File: config.mk
export PLATFORM = sky130hd
export DESIGN_NAME = hw_cursor_overlay
export DESIGN_NICKNAME = d
export VERILOG_FILES = /design/src/rtl/cursor_pkg.sv /design/src/rtl/cursor_ctrl.sv /design/src/rtl/cursor_datapath.sv /design/src/rtl/hw_cursor_overlay.sv
export SDC_FILE = /design/constraint.sdc
export NUM_CORES = 1
export LEC_CHECK = 0
export ABC_CLOCK_PERIOD_IN_PS = 13300
export BUFFER_PORTS_ARGS = -buffer_cell sky130_fd_sc_hd__buf_4
export CAP_MARGIN = 20
export CORE_MARGIN = 2
export CORE_UTILIZATION = 50
export CTS_CLUSTER_DIAMETER = 120
export DETAILED_ROUTE_END_ITERATION = 16
export PLACE_DENSITY = 0.69
export REMOVE_ABC_BUFFERS = 1
export SYNTH_ARGS = -nofsm -noshare
export SYNTH_HDL_FRONTEND = slang
export SYNTH_HIERARCHICAL = 1
export SYNTH_SLANG_ARGS = --single-unit
File: constraint.sdc
create_clock -name clk -period 13.3 [get_ports clk]
set_input_delay 1.33 -clock clk [delete_from_list [all_inputs] [get_ports clk]]
set_output_delay 1.33 -clock clk [all_outputs]
set_load 0.02 [all_outputs]
File: src/rtl/cursor_pkg.sv
package cursor_pkg;
  localparam int BUF_BYTES = 32;
  localparam int BUF_IDX_W = $clog2(BUF_BYTES);
  localparam logic [7:0] STRIDE_WIDE_CODE = 8'd4;
  localparam logic [7:0] EVEN_LOAD_CODE = 8'd2;

  typedef struct packed {
    logic [15:0] xPos;
    logic [15:0] yPos;
    logic [7:0]  hSkip;
    logic [7:0]  vSkip;
    logic [23:0] base;
    logic [7:0]  strideCode;
    logic [7:0]  loadMode;
    logic        enable;
  } curCfg_t;

  typedef struct packed {
    logic                 lineStart;
    logic                 byteWr;
    logic                 lineDone;
    logic [BUF_IDX_W-1:0] byteIdx;
  } curStrobe_t;

  function automatic logic [5:0] strideBytes(curCfg_t c);
    return (c.strideCode == STRIDE_WIDE_CODE) ? 6'd32 : 6'd16;
  endfunction

  function automatic logic evenOnly(curCfg_t c);
    return c.loadMode == EVEN_LOAD_CODE;
  endfunction

  function automatic logic [5:0] lineBytes(curCfg_t c);
    return evenOnly(c) ? (strideBytes(c) >> 1) : strideBytes(c);
  endfunction
endpackage

File: src/rtl/cursor_ctrl.sv
module cursor_ctrl
  import cursor_pkg::*;
#(
  parameter int MAP_LINES = 64,
  parameter int ADDR_W    = 26
) (
  input  logic              clk,
  input  logic              rstN,
  input  logic              regWe,
  input  logic [3:0]        regIdx,
  input  logic [7:0]        regWData,
  input  logic              packedMode,
  input  logic [15:0]       rasterY,
  input  logic              hBlank,
  output logic              fetchReq,
  output logic [ADDR_W-1:0] fetchAddr,
  input  logic              fetchAck,
  output curCfg_t           cfg,
  output curStrobe_t        strobe
);
  localparam int ROW_W = $clog2(MAP_LINES);

  typedef enum logic {IDLE, FETCH} state_t;

  curCfg_t              cfgQ;
  state_t               state;
  logic                 hBlankQ;
  logic [BUF_IDX_W-1:0] idx;
  logic [ROW_W-1:0]     rowQ;
  logic                 rise, vHit, fetchStart;
  logic [15:0]          nextY, visRows;
  logic [16:0]          dy;
  logic [ROW_W-1:0]     rowNext;
  logic [BUF_IDX_W-1:0] lastIdx;
  logic [ADDR_W-1:0]    byteOff, baseEff;

  always_ff @(posedge clk or negedge rstN) begin
    if (!rstN) cfgQ <= '0;
    else if (regWe) begin
      case (regIdx)
        4'd0:  cfgQ.xPos[7:0]    <= regWData;
        4'd1:  cfgQ.xPos[15:8]   <= regWData;
        4'd2:  cfgQ.yPos[7:0]    <= regWData;
        4'd3:  cfgQ.yPos[15:8]   <= regWData;
        4'd4:  cfgQ.hSkip        <= regWData;
        4'd5:  cfgQ.vSkip        <= regWData;
        4'd6:  cfgQ.base[7:0]    <= regWData;
        4'd7:  cfgQ.base[15:8]   <= regWData;
        4'd8:  cfgQ.base[23:16]  <= regWData;
        4'd9:  cfgQ.strideCode   <= regWData;
        4'd10: cfgQ.loadMode     <= regWData;
        4'd11: cfgQ.enable       <= regWData[7];
        default: ;
      endcase
    end
  end
  assign cfg = cfgQ;

  always_comb begin
    rise       = hBlank && !hBlankQ;
    nextY      = rasterY + 16'd1;
    dy         = {1'b0, nextY} - {1'b0, cfgQ.yPos};
    visRows    = (16'(cfgQ.vSkip) < 16'(MAP_LINES)) ? 16'(MAP_LINES) - 16'(cfgQ.vSkip) : 16'd0;
    vHit       = !dy[16] && (dy[15:0] < visRows);
    rowNext    = ROW_W'(dy[15:0] + 16'(cfgQ.vSkip));
    fetchStart = rise && cfgQ.enable && vHit;
    lastIdx    = BUF_IDX_W'(lineBytes(cfgQ) - 6'd1);
    baseEff    = packedMode ? ADDR_W'({cfgQ.base, 2'b00}) : ADDR_W'(cfgQ.base);
    byteOff    = ADDR_W'(rowQ) * ADDR_W'(strideBytes(cfgQ))
               + (evenOnly(cfgQ) ? ADDR_W'({idx, 1'b0}) : ADDR_W'(idx));
  end

  always_ff @(posedge clk or negedge rstN) begin
    if (!rstN) begin
      hBlankQ <= 1'b0;
      state   <= IDLE;
      idx     <= '0;
      rowQ    <= '0;
    end else begin
      hBlankQ <= hBlank;
      case (state)
        IDLE: if (fetchStart) begin
          state <= FETCH;
          idx   <= '0;
          rowQ  <= rowNext;
        end
        FETCH: if (fetchAck) begin
          if (idx == lastIdx) state <= IDLE;
          else idx <= idx + 1'b1;
        end
        default: state <= IDLE;
      endcase
    end
  end

  assign fetchReq         = (state == FETCH);
  assign fetchAddr        = baseEff + byteOff;
  assign strobe.lineStart = rise;
  assign strobe.byteWr    = fetchReq && fetchAck;
  assign strobe.byteIdx   = idx;
  assign strobe.lineDone  = fetchReq && fetchAck && (idx == lastIdx);

  p_req_hold_r6: assert property (@(posedge clk) disable iff (!rstN)
    (fetchReq && !fetchAck && !regWe) |=> (fetchReq && $stable(fetchAddr)));

  p_req_needs_enable_r7: assert property (@(posedge clk) disable iff (!rstN)
    $rose(fetchReq) |-> $past(cfgQ.enable));
endmodule

File: src/rtl/cursor_datapath.sv
module cursor_datapath
  import cursor_pkg::*;
(
  input  logic        clk,
  input  logic        rstN,
  input  curCfg_t     cfg,
  input  curStrobe_t  strobe,
  input  logic [7:0]  fetchData,
  input  logic [15:0] rasterX,
  output logic        cursorActive,
  output logic [1:0]  cursorPix
);
  logic [7:0]  lineBuf [BUF_BYTES];
  logic        lineValid;
  logic [7:0]  linePix, visW, col, selByte;
  logic [16:0] dx;
  logic        inWin, show;
  logic [1:0]  pix;

  always_ff @(posedge clk) begin
    if (strobe.byteWr) lineBuf[strobe.byteIdx] <= fetchData;
  end

  always_ff @(posedge clk or negedge rstN) begin
    if (!rstN) lineValid <= 1'b0;
    else if (strobe.lineDone) lineValid <= 1'b1;
    else if (strobe.lineStart) lineValid <= 1'b0;
  end

  always_comb begin
    linePix = {lineBytes(cfg), 2'b00};
    visW    = (cfg.hSkip < linePix) ? linePix - cfg.hSkip : 8'd0;
    dx      = {1'b0, rasterX} - {1'b0, cfg.xPos};
    inWin   = !dx[16] && (dx[15:0] < 16'(visW));
    col     = dx[7:0] + cfg.hSkip;
    selByte = lineBuf[col[BUF_IDX_W+1:2]];
    case (col[1:0])
      2'd0:    pix = selByte[7:6];
      2'd1:    pix = selByte[5:4];
      2'd2:    pix = selByte[3:2];
      default: pix = selByte[1:0];
    endcase
    show         = cfg.enable && lineValid && inWin;
    cursorPix    = show ? pix : 2'b00;
    cursorActive = show && (pix != 2'b00);
  end

  p_off_disabled_r7: assert property (@(posedge clk) disable iff (!rstN)
    !cfg.enable |-> !cursorActive);

  p_active_code_r10: assert property (@(posedge clk) disable iff (!rstN)
    cursorActive |-> (cursorPix != 2'b00));

  p_left_edge_r9: assert property (@(posedge clk) disable iff (!rstN)
    cursorActive |-> (rasterX >= cfg.xPos));
endmodule

File: src/rtl/hw_cursor_overlay.sv
module hw_cursor_overlay
  import cursor_pkg::*;
#(
  parameter int MAP_LINES = 64,
  parameter int ADDR_W    = 26
) (
  input  logic              clk,
  input  logic              rstN,
  input  logic              regWe,
  input  logic [3:0]        regIdx,
  input  logic [7:0]        regWData,
  input  logic              packedMode,
  input  logic [15:0]       rasterX,
  input  logic [15:0]       rasterY,
  input  logic              hBlank,
  output logic              fetchReq,
  output logic [ADDR_W-1:0] fetchAddr,
  input  logic              fetchAck,
  input  logic [7:0]        fetchData,
  output logic              cursorActive,
  output logic [1:0]        cursorPix
);
  curCfg_t    cfg;
  curStrobe_t strobe;

  cursor_ctrl #(.MAP_LINES(MAP_LINES), .ADDR_W(ADDR_W)) uCtrl (
    .clk(clk), .rstN(rstN), .regWe(regWe), .regIdx(regIdx), .regWData(regWData),
    .packedMode(packedMode), .rasterY(rasterY), .hBlank(hBlank),
    .fetchReq(fetchReq), .fetchAddr(fetchAddr), .fetchAck(fetchAck),
    .cfg(cfg), .strobe(strobe)
  );

  cursor_datapath uData (
    .clk(clk), .rstN(rstN), .cfg(cfg), .strobe(strobe), .fetchData(fetchData),
    .rasterX(rasterX), .cursorActive(cursorActive), .cursorPix(cursorPix)
  );
endmodule

==> reports/results.ini <==
[status]
status = complete, no violations

[global_route]
grt_usage_pct = 22.8
grt_pass1_wl_um = 72000
grt_pass1_vias = 12800
overflow = 0
grt_max_degree = 69
antenna_found_initial = 0

[clock_network]
cts_sinks = 359
cts_max_level = 2
cts_max_path_buffers = 3
ctsResizeCount = 0
insertion_delay_ps = 540
ctsRootBufferMaster = clkbuf_16
cts_tree = built
cts_made_buffers = 37
post-cts-setup-buffers = 0
clkTransAtPathRegs_ps = 60
hold_buffers = 0

[power]
ir_drop_mv = 0.264
p_per_area_mw_per_mm2 = 225
leakagePower_nw = 8.55

[setup_path]
cp-end-kind = primary output
required_ps = 11970
worstPathMaxFanout = 7
critPathArrivalTime_ps = 6200
start_kind = primary input
crit_type = in2out

[synth]
yosysMostFrequentCell = edfxtp_1
synthTopCellsByArea = edfxtp_1 39%, dfrtp_1 13%, ha_1 7.2%, mux2_2 5.9%, mux4_2 4.0%
synthCells = 1554
syn_avg_cell_area_um2 = 12.5
synth_commonest_cells = 256 x edfxtp_1, 160 x nand2_1, 112 x ha_1
syn_area_mm2 = 0.0195
synth.ff_latch_count = 359
netlist.area_leader.share_pct = 39.5
ys_async_sr_fraction_pct = 28.7
post_synth_num_cell_types = 88
yosysWarnings = 6
ys.flop_type = edfxtp_1
synth_edf_count = 256
yosysTopAreaCell = edfxtp_1
ys_seq_area_share_pct = 52.7

[route]
vias = 12900
drc = 0
viasPerCell = 5.90
drtAntennaViolNets = 0
wl_per_cell_um = 21.0
routed_wl_um = 45900
first_pass_iters = 7
drt_iter0_markers = 998

[sta]
whs_ps = 489
period_minus_slack_ps = 7530
hold_viol_final = 0
worst_slack_ps = 5770
finalSetupTns_ps = 0
worstMarginPinSlew_ps = 1140
period_share_pct = 56.6
setup_viol = 0
fin_skew_ps = 18.0
relSlewSlack_pct = 23.7
rsz0062_at_grt = false
slew_viol_final = 0
fmax_ghz = 0.133

[floorplanning]
rows = 72
die_x_um = 201
dieArea_mm2 = 0.0405
die_h_um = 201
core-area_mm2 = 0.0386
initial_utilization_pct = 50.5
pin_count = 88

[placement]
dp_hpwl_um = 31000
post-place-ws_ps = 5870
place_inst = 2121
place.gp.congestion = 0.893
portBuffers = 87

[hold_path]
hp-class = reg2reg

[layout]
syn2layout_area_growth_pct = 12.1
insertedDiodeCount = 0
fin_nets = 1823
final_cells = 2189
utilization_pct = 56.6
n_fill_cell = 3234
drive_gt1_share_pct = 19.3

[run]
cap_violations = 0

-- routing by layer --
| metal | global-route usage, % | up-vias | share of wire, % |
|---|---|---|---|
| met5 | 0 | - | 0 |
| met4 | 6.75 | 0 | 2.8 |
| met3 | 3.97 | 79 | 6.5 |
| met2 | 36.9 | 440 | 47 |
| met1 | 31.8 | 6448 | 44 |
| li1 | - | 5952 | - |
-- area by class of cell --
class                   count  area [um2]  area share, %
repair buffers             94         706           3.23
multi-input cells        1060        8670           39.7
clock buffers              44         995           4.56
well taps                 518         648           2.97
inverters                  90         338           1.55
flip-flops and latches    359       10300           47.0
clock inverters            24         204          0.935
-- critical path: stages --
cell      delay (ps)
buf_4            110
inv_1             50
ha_1             160
inv_1             50
fa_1             550
inv_1             80
fa_1             510
nand2b_1         190
a21oi_1          490
a31oi_1          350
and2_1           290
mux2i_1          630
a211oi_1         270
a31oi_1          280
o221ai_1         180
a221oi_2         380
or2_1            160
buf_4            130
-- layout by cell type (no fill, tap or decap), types with 11 or more instances in the layout --
cell,synthesis,layout
xor2_1,37,35
o21ai_0,42,42
xnor2_1,42,41
o21a_1,15,15
nor4_1,12,12
mux2_2,102,102
buf_4,9,94
mux4_2,35,35
clkbuf_16,0,39
dfrtp_1,103,103
nor2b_1,18,18
mux2i_1,36,36
a32oi_1,13,13
a31oi_1,18,18
fa_1,11,11
and3_1,14,14
and2_1,12,12
nand3_1,43,43
a211oi_1,11,11
nand2_1,160,160
edfxtp_1,256,256
nand4_1,14,14
inv_1,89,89
nor2_1,105,105
nand2b_1,11,11
a21o_1,18,18
a21oi_1,43,43
ha_1,112,112
-- report_power, final --
group	internal [mW]	leakage [nW]	switching (mW)
logic	1.00	4.41	1.47
registers	1.32	3.57	0.104
clock network	0.580	0.576	0.437
-- logic make-up (layout without fill, tap and decap cells) --
logic type      Yosys count  count (layout)  synth area share [%]
buf+inv                 138             252                  3.09
other cells               2               5                0.0386
simple gates            440             440                  11.0
xor+xnor                 83              83                  3.95
compound gates          230             230                  8.53
mux                     179             179                  12.4
fa+ha+maj               123             123                  8.33
flops                   359             359                  52.7
-- worst paths after layout --
check / from / end / slack [ps] / depth (start not counted)
setup reg to reg: uCtrl/cfg[59] / uCtrl/rowQ[4] / 9020 / 14
setup / recovery: rasterX[0] / cursorActive / 5770 / 18
max in group asynchronous: rstN / uCtrl/cfg[60] / 11320 / 2
min in group asynchronous: rstN / uCtrl/cfg[85] / 750 / 1
hold / removal: uData/lineValid / uData/lineValid / 490 / 1
hold reg to reg: uData/lineValid / uData/lineValid / 490 / 1
-- stage by stage --
| step | power [mW] | cell area (um2) |
|---|---|---|
| finish | 4.92 | 21800 |
| global route | 5.20 | 21800 |
| CTS | 4.92 | 21800 |
| detailed placement | 3.90 | 20600 |
| global placement | 3.85 | 20600 |
| floorplan | 3.16 | 19200 |
-- flip-flops by register name, summed over array words and instances (netlist names) --
signal,cells
uData/lineBuf,256
uCtrl/fetchReq,1
uCtrl/rowQ,6
uCtrl/hBlankQ,1
uCtrl/cfg,89
uData/lineValid,1
uCtrl/idx,5
(Power assumes the default switching activity.)
